===== config.mk =====
export PLATFORM = sky130hd
export DESIGN_NAME = serRegPort
export DESIGN_NICKNAME = d
export VERILOG_FILES = /design/src/rtl/ser_reg_pkg.sv /design/src/rtl/serCtrl.sv /design/src/rtl/regDatapath.sv /design/src/rtl/serRegPort.sv
export SDC_FILE = /design/constraint.sdc
export NUM_CORES = 1
export LEC_CHECK = 0
export ABC_AREA = 1
export BUFFER_PORTS_ARGS = -buffer_cell sky130_fd_sc_hd__buf_2
export CAP_MARGIN = 0
export CORE_MARGIN = 5
export CORE_UTILIZATION = 58
export CTS_CLUSTER_SIZE = 25
export DETAILED_ROUTE_END_ITERATION = 10
export PLACE_DENSITY = 0.79
export RECOVER_POWER = 50
export SYNTH_ARGS = -nofsm -noshare
export SYNTH_HDL_FRONTEND = slang
export SYNTH_HIERARCHICAL = 1
export SYNTH_SLANG_ARGS = --single-unit

===== constraint.sdc =====
create_clock -name clk -period 2.8 [get_ports clk]
set_input_delay 0.14 -clock clk [delete_from_list [all_inputs] [get_ports clk]]
set_output_delay 0.14 -clock clk [all_outputs]
set_load 0.05 [all_outputs]

===== src/rtl/ser_reg_pkg.sv =====
package ser_reg_pkg;
  localparam int BYTE_W = 8;

  typedef struct packed {
    logic              cmdStb;    // command byte completed
    logic              byteStb;   // data byte completed
    logic              shiftStb;  // present next read bit
    logic              idle;      // select inactive
    logic              isWrite;   // direction of current burst
    logic [BYTE_W-1:0] rxByte;    // byte just received
  } portStrobeT;
endpackage


===== src/rtl/serCtrl.sv =====
module serCtrl
  import ser_reg_pkg::*;
#(
  parameter int SYNC_STAGES = 2
) (
  input  logic       clk,
  input  logic       rstN,
  input  logic       csN,
  input  logic       sclk,
  input  logic       sdi,
  output portStrobeT strb
);
  localparam int CNT_W = $clog2(BYTE_W);
  localparam logic [CNT_W-1:0] LAST_BIT = CNT_W'(BYTE_W - 1);

  logic [SYNC_STAGES-1:0] csSy, ckSy, dSy;
  logic csS, ckS, dS, ckPrev;
  logic rise, fall;
  logic [CNT_W-1:0] bitCnt;
  logic cmdPhase, isWrite;
  logic [BYTE_W-2:0] rxShift;

  always_ff @(posedge clk or negedge rstN) begin
    if (!rstN) begin
      csSy   <= '1;
      ckSy   <= '1;
      dSy    <= '0;
      ckPrev <= 1'b1;
    end else begin
      csSy   <= {csSy[SYNC_STAGES-2:0], csN};
      ckSy   <= {ckSy[SYNC_STAGES-2:0], sclk};
      dSy    <= {dSy[SYNC_STAGES-2:0], sdi};
      ckPrev <= ckS;
    end
  end

  assign csS  = csSy[SYNC_STAGES-1];
  assign ckS  = ckSy[SYNC_STAGES-1];
  assign dS   = dSy[SYNC_STAGES-1];
  assign rise = !csS && ckS && !ckPrev;
  assign fall = !csS && !ckS && ckPrev;

  always_ff @(posedge clk or negedge rstN) begin
    if (!rstN) begin
      bitCnt   <= '0;
      cmdPhase <= 1'b1;
      isWrite  <= 1'b0;
      rxShift  <= '0;
    end else if (csS) begin
      bitCnt   <= '0;
      cmdPhase <= 1'b1;
      isWrite  <= 1'b0;
    end else if (rise) begin
      rxShift <= {dS, rxShift[BYTE_W-2:1]};
      bitCnt  <= bitCnt + 1'b1;
      if (bitCnt == LAST_BIT && cmdPhase) begin
        cmdPhase <= 1'b0;
        isWrite  <= dS;
      end
    end
  end

  always_comb begin
    strb.cmdStb   = rise && bitCnt == LAST_BIT && cmdPhase;
    strb.byteStb  = rise && bitCnt == LAST_BIT && !cmdPhase;
    strb.shiftStb = fall && !cmdPhase && !isWrite;
    strb.idle     = csS;
    strb.isWrite  = isWrite;
    strb.rxByte   = {dS, rxShift};
  end

  AST_ABORT_TO_CMD: assert property (@(posedge clk) disable iff (!rstN)
    csS |=> (cmdPhase && bitCnt == '0));
  AST_CMD_THEN_DATA: assert property (@(posedge clk) disable iff (!rstN)
    strb.cmdStb |=> (!cmdPhase && bitCnt == '0));
endmodule


===== src/rtl/regDatapath.sv =====
module regDatapath
  import ser_reg_pkg::*;
#(
  parameter int ADDR_W = 5,
  parameter int NUM_RW = 9,
  parameter logic [NUM_RW*BYTE_W-1:0] RST_VALS = '0,
  parameter logic [2*BYTE_W-1:0] ID_CODE = 16'hA55C
) (
  input  logic                     clk,
  input  logic                     rstN,
  input  portStrobeT               strb,
  output logic                     sdo,
  output logic [NUM_RW*BYTE_W-1:0] regsOut
);
  localparam int ID_LO = NUM_RW;
  localparam int ID_HI = NUM_RW + 1;

  logic [NUM_RW*BYTE_W-1:0] regBank;
  logic [ADDR_W-1:0] curAddr, nextAddr, cmdAddr;
  logic [BYTE_W-1:0] txShift;
  logic sdoQ;

  function automatic logic [BYTE_W-1:0] rdSel(input logic [ADDR_W-1:0] a);
    logic [BYTE_W-1:0] v;
    v = '0;
    for (int i = 0; i < NUM_RW; i++)
      if (a == ADDR_W'(i)) v = regBank[i*BYTE_W +: BYTE_W];
    if (a == ADDR_W'(ID_LO)) v = ID_CODE[BYTE_W-1:0];
    if (a == ADDR_W'(ID_HI)) v = ID_CODE[2*BYTE_W-1:BYTE_W];
    return v;
  endfunction

  assign nextAddr = curAddr + 1'b1;
  assign cmdAddr  = strb.rxByte[ADDR_W-1:0];

  generate
    for (genvar g = 0; g < NUM_RW; g++) begin : gReg
      always_ff @(posedge clk or negedge rstN) begin
        if (!rstN)
          regBank[g*BYTE_W +: BYTE_W] <= RST_VALS[g*BYTE_W +: BYTE_W];
        else if (strb.byteStb && strb.isWrite && curAddr == ADDR_W'(g))
          regBank[g*BYTE_W +: BYTE_W] <= strb.rxByte;
      end
    end
  endgenerate

  always_ff @(posedge clk or negedge rstN) begin
    if (!rstN) begin
      curAddr <= '0;
      txShift <= '0;
      sdoQ    <= 1'b0;
    end else begin
      if (strb.cmdStb) begin
        curAddr <= cmdAddr;
        txShift <= rdSel(cmdAddr);
      end else if (strb.byteStb) begin
        curAddr <= nextAddr;
        txShift <= rdSel(nextAddr);
      end else if (strb.shiftStb) begin
        txShift <= {1'b0, txShift[BYTE_W-1:1]};
      end
      if (strb.idle)
        sdoQ <= 1'b0;
      else if (strb.shiftStb)
        sdoQ <= txShift[0];
    end
  end

  assign sdo     = sdoQ;
  assign regsOut = regBank;

  AST_READ_NO_WRITE: assert property (@(posedge clk) disable iff (!rstN)
    (strb.byteStb && !strb.isWrite) |=> $stable(regsOut));
  AST_HIGH_WRITE_IGNORED: assert property (@(posedge clk) disable iff (!rstN)
    (strb.byteStb && curAddr >= ADDR_W'(NUM_RW)) |=> $stable(regsOut));
  AST_ADDR_STEP: assert property (@(posedge clk) disable iff (!rstN)
    strb.byteStb |=> curAddr == ($past(curAddr) + ADDR_W'(1)));
  AST_IDLE_SDO: assert property (@(posedge clk) disable iff (!rstN)
    strb.idle |=> !sdo);
endmodule


===== src/rtl/serRegPort.sv =====
module serRegPort
  import ser_reg_pkg::*;
#(
  parameter int ADDR_W      = 5,
  parameter int NUM_RW      = 9,
  parameter int SYNC_STAGES = 2,
  parameter logic [NUM_RW*BYTE_W-1:0] RST_VALS = 72'h00_00_00_00_00_00_00_03_3F,
  parameter logic [2*BYTE_W-1:0] ID_CODE = 16'hA55C
) (
  input  logic                     clk,
  input  logic                     rstN,
  input  logic                     csN,
  input  logic                     sclk,
  input  logic                     sdi,
  output logic                     sdo,
  output logic [NUM_RW*BYTE_W-1:0] regsOut
);
  portStrobeT strb;

  serCtrl #(.SYNC_STAGES(SYNC_STAGES)) uCtrl (
    .clk(clk), .rstN(rstN), .csN(csN), .sclk(sclk), .sdi(sdi), .strb(strb)
  );

  regDatapath #(
    .ADDR_W(ADDR_W), .NUM_RW(NUM_RW), .RST_VALS(RST_VALS), .ID_CODE(ID_CODE)
  ) uData (
    .clk(clk), .rstN(rstN), .strb(strb), .sdo(sdo), .regsOut(regsOut)
  );
endmodule


==> results summary <==
The combinational group share of total power is 14.2%. The overall die width is 110 µm. The routed wire length per instance is 19.2 µm. The worst setup path is captured at a register.

The ratio of routed vias to standard cells is 5.85. The share of synthesized registers carrying an async set or reset came out at 100%. The global-route wire length before repair is 29500 µm.

The critical-path maximum fanout is 13. The leakage power of the design came out at 3.16 nW. The storage element area is 2650 µm². The number of storage elements in the synthesis netlist is 105. The met1 routing resource usage after global routing is 47.2%. The overall overflow remaining after global route came out at 0. The final instance area came out at 6510 µm².

Static timing analysis puts the maximum clock frequency at 390 MHz. Setup repair after global routing left no endpoint under its margin. The placeable core area is 9730 µm². The worst hold path belongs to the class register to register. The portion of total power attributed to the clock network is 31.7%. The synthesized instance count came out at 767. The number of different library cells in the post-synthesis netlist is 36.

The combinational family with the most area after synthesis is simple AND/OR/NAND/NOR gates. The post-placement cell area came out at 6320 µm². The final-report max-slew violation count is 0. Of the total synthesized cell area, the portion taken by AND, OR, NAND and NOR gates is 30.1%. The number of max-cap violations is 0.

The run finished with clean final reports. Post-CTS timing repair inserted 0 buffers for setup. The initial antenna violation count is 0. The area of the die is 12100 µm². The worst path setup slack after routing came out at 0.235 ns. Yosys mapped a number of flops with a built-in enable equal to 0. The synthesis warning total came out at 6. The slew at the pin with the worst max-slew slack is 1.30 ns. The count of port buffers added during placement came out at 77. The initial detailed-routing violation count is 660. The total routing resource utilization after global routing is 33.2%. Data on the critical path arrives at its endpoint at 2.84 ns. For this design, the sink count on the clock tree is 105. The TritonCTS clock tree is done. In this run the remaining antenna-violating nets after routing total 0. The area of the multi-input gates came out at 2690 µm². The clock transition at the registers of the reported paths came out at 0.10 ns. The total instance count after detailed placement came out at 965. The number of ports placed on the die boundary came out at 78. The via count of the first global-routing pass is 5310. The CTS buffer count is 9. The register area share after synthesis is 45.7%. The number of nets produced by synthesis came out at 779. The headroom to the max-slew limit is 13.4%. The total negative slack came out at 0 ns. The portion of the clock cycle consumed by the worst path in the final layout is 91.6%. The share of post-route cells with drive strength above 1 is 16.8%. Internal power comes to 2.03 mW. The area fraction in compound gates after synthesis came out at 15.1%. Clock tree synthesis selected as its root buffer the cell sky130_fd_sc_hd__clkbuf_8. The most used flip-flop cell after synthesis is sky130_fd_sc_hd__dfrtp_1.

The layout overhead on the synthesized area came out at 12.5%. Cells fill 66.9% of the core in the end. The synthesized area divided by synthesized cell count came out at 7.54 µm². Data on the critical path is required at its endpoint by 3.08 ns. The die is 110 µm tall. The pin count of the biggest net entering global routing came out at 54. The total length of routed wires came out at 18900 µm.

The fill cell instance count of the final layout is 855. The clock passes through at most 2 buffers. The count of final setup violators is 0.

The post-synthesis adder-cell area fraction came out at 1.51%. The portion of total power attributed to sequential cells came out at 54.1%. The final worst clock skew came out at 0.0188 ns. The number of levels in the clock H-tree came out at 3. The number of hold violations in the final report came out at 0. The critical path is of the register to register type. The net switching component of the power came out at 0.911 mW.

The starting density of the core is 59.5%. The via count is 5766. The met2 demand-to-capacity share in global routing is 47.3%. The number of antenna diodes came out at 0. The synthesized cell area is 5790 µm². Leaving out fill and tap cells, the most frequent cells in the layout are sky130_fd_sc_hd__nand2_1, sky130_fd_sc_hd__dfrtp_1, sky130_fd_sc_hd__o21ai_0, sky130_fd_sc_hd__inv_1, sky130_fd_sc_hd__nor2_1. Leaving out fill and tap cells, the most frequent cell in the layout is sky130_fd_sc_hd__nand2_1. The final layout contains 859 nets. The placed wire-length estimate is 13900 µm. The clock insertion delay at the later pin of the skew report is 0.39 ns. The layer flagged by global routing as most heavily used is met2. STA classifies the critical path startpoint as a register. The number of remaining DRC errors came out at 0. The number of detailed-route iterations in the first pass is 5. The worst-case IR drop observed on VDD is 647 µV. Of the total synthesized cell area, the portion taken by XOR and XNOR cells is 0%. The clock period could shrink to 2.57 ns.

Prior to clock tree synthesis, the placed netlist has a worst setup slack of 0.237 ns. The cell row count is 36. The total power density per cell area is 452 nW/µm². In the global route stage, met3 resource usage came out at 10.1%. Excluding fillers, the count of instances in the completed layout stands at 985. Of the post-synthesis cell area, the part taken by muxes is 0%. The fraction of power spent switching nets came out at 31.0%. Routability-driven placement finished with a final weighted congestion of 1.06.
-- cell type report --
cell class,count,area share [%]
multi-input combinational,558,41.4
sequential,105,40.7
timing repair buffer,97,8.02
inverter,76,4.38
tap,133,2.56
clock buffer,11,2.33
clock inverter,5,0.673
-- sequential cells by signal, indices dropped and copies added (netlist names) --
name / count
uCtrl/bitCnt: 3
uCtrl/ckPrev: 1
uData/regsOut: 72
uData/txShift: 8
uData/curAddr: 5
uCtrl/isWrite: 1
uCtrl/rxShift: 7
uCtrl/ckSy: 2
uCtrl/cmdPhase: 1
uCtrl/dSy: 2
uData/sdo: 1
uCtrl/csSy: 2
-- synthesized netlist by cell type, types with 5 or more instances --
library cell	count	area (µm²)
sky130_fd_sc_hd__nand2_1	239	897
sky130_fd_sc_hd__dfrtp_1	91	2280
sky130_fd_sc_hd__o21ai_0	88	440
sky130_fd_sc_hd__inv_1	67	251
sky130_fd_sc_hd__nor2_1	56	210
sky130_fd_sc_hd__a21oi_1	50	250
sky130_fd_sc_hd__nand3_1	46	230
sky130_fd_sc_hd__clkbuf_1	14	52.6
sky130_fd_sc_hd__dfstp_2	14	368
sky130_fd_sc_hd__inv_2	9	33.8
sky130_fd_sc_hd__nor3_1	9	45.0
sky130_fd_sc_hd__ha_1	7	87.6
sky130_fd_sc_hd__nand3_2	7	70.1
sky130_fd_sc_hd__nor2_2	7	43.8
sky130_fd_sc_hd__buf_2	6	30.0
sky130_fd_sc_hd__buf_4	6	45.0
sky130_fd_sc_hd__nand4_1	5	31.3
sky130_fd_sc_hd__nor2_4	5	56.3
-- worst max-delay path, cell delays in order, from the launching register on --
cell and delay [ns]:
sky130_fd_sc_hd__dfrtp_1 0.48, sky130_fd_sc_hd__ha_1 0.31, sky130_fd_sc_hd__nand3_2 0.13, sky130_fd_sc_hd__nand2_4 0.13
sky130_fd_sc_hd__nand3_4 0.15, sky130_fd_sc_hd__nor2_4 0.18, sky130_fd_sc_hd__inv_2 0.14, sky130_fd_sc_hd__or2_0 0.22
sky130_fd_sc_hd__nand3_1 0.11, sky130_fd_sc_hd__nand2_1 0.06, sky130_fd_sc_hd__nand2_1 0.06, sky130_fd_sc_hd__nand2_1 0.06
sky130_fd_sc_hd__nand2_1 0.13, sky130_fd_sc_hd__nand2_1 0.07, sky130_fd_sc_hd__nand2_1 0.06, sky130_fd_sc_hd__nand2_1 0.05
sky130_fd_sc_hd__nand2_1 0.06, sky130_fd_sc_hd__nand2_1 0.05
-- logic make-up after synthesis --
family | Yosys count
DFF | 105
buffers and inverters | 104
and+or+nand+nor | 389
AOI/OAI and AO/OA | 162
adders and majority gates | 7
-- worst paths after layout --
path / from / to / slack, ns / cells past startpoint
max in group asynchronous: rstN / uData/curAddr[0]$_DFFE_PN0P_ / 0.72 / 3
min in group asynchronous: rstN / uData/regsOut[20]$_DFFE_PN0P_ / 0.57 / 2
worst max register to register: uData/curAddr[1]$_DFFE_PN0P_ / uData/txShift[0]$_DFFE_PN0P_ / 0.23 / 17
worst max-delay path: uData/curAddr[1]$_DFFE_PN0P_ / uData/txShift[0]$_DFFE_PN0P_ / 0.23 / 17
worst min-delay path: uCtrl/csSy[0]$_DFF_PN1_ / uCtrl/csSy[1]$_DFF_PN1_ / 0.36 / 0
worst min register to register: uCtrl/csSy[0]$_DFF_PN1_ / uCtrl/csSy[1]$_DFF_PN1_ / 0.36 / 0
-- through the flow --
step	total power, mW	hold slack, ns
after floorplan	1.82	-0.156
after global placement	2.02	0.189
after detailed placement	2.03	0.221
after CTS	2.97	0.338
after global routing	3.06	0.371
final	2.94	0.362
-- power groups by stage --
stage | clock (mW) | sequential [mW] | combinational (mW)
4_1_cts | 0.962 | 1.59 | 0.414
3_5_place_dp | 0 | 1.62 | 0.409
3_3_place_gp | 0 | 1.62 | 0.405
6_report | 0.931 | 1.59 | 0.418
5_1_grt | 1.01 | 1.60 | 0.452
2_1_floorplan | 0 | 1.61 | 0.214
-- layer usage --
| metal | up-vias | routed length [µm] | share of wire (%) |
|---|---|---|---|
| li1 | 2655 | - | - |
| met1 | 2736 | 7860 | 42 |
| met2 | 326 | 8290 | 44 |
| met3 | 49 | 2100 | 11 |
| met4 | 0 | 682 | 3.6 |
| met5 | - | 0 | 0 |
-- timing repair --
| action | CTS | global route |
|---|---|---|
| hold endpoints to repair | 53 | 0 |
| hold buffers | 4 | 0 |
| endpoints found under the setup margin | 0 | 7 |
| gates resized for setup | 0 | 4 |
No activity file was read; power rests on OpenSTA's default activity.
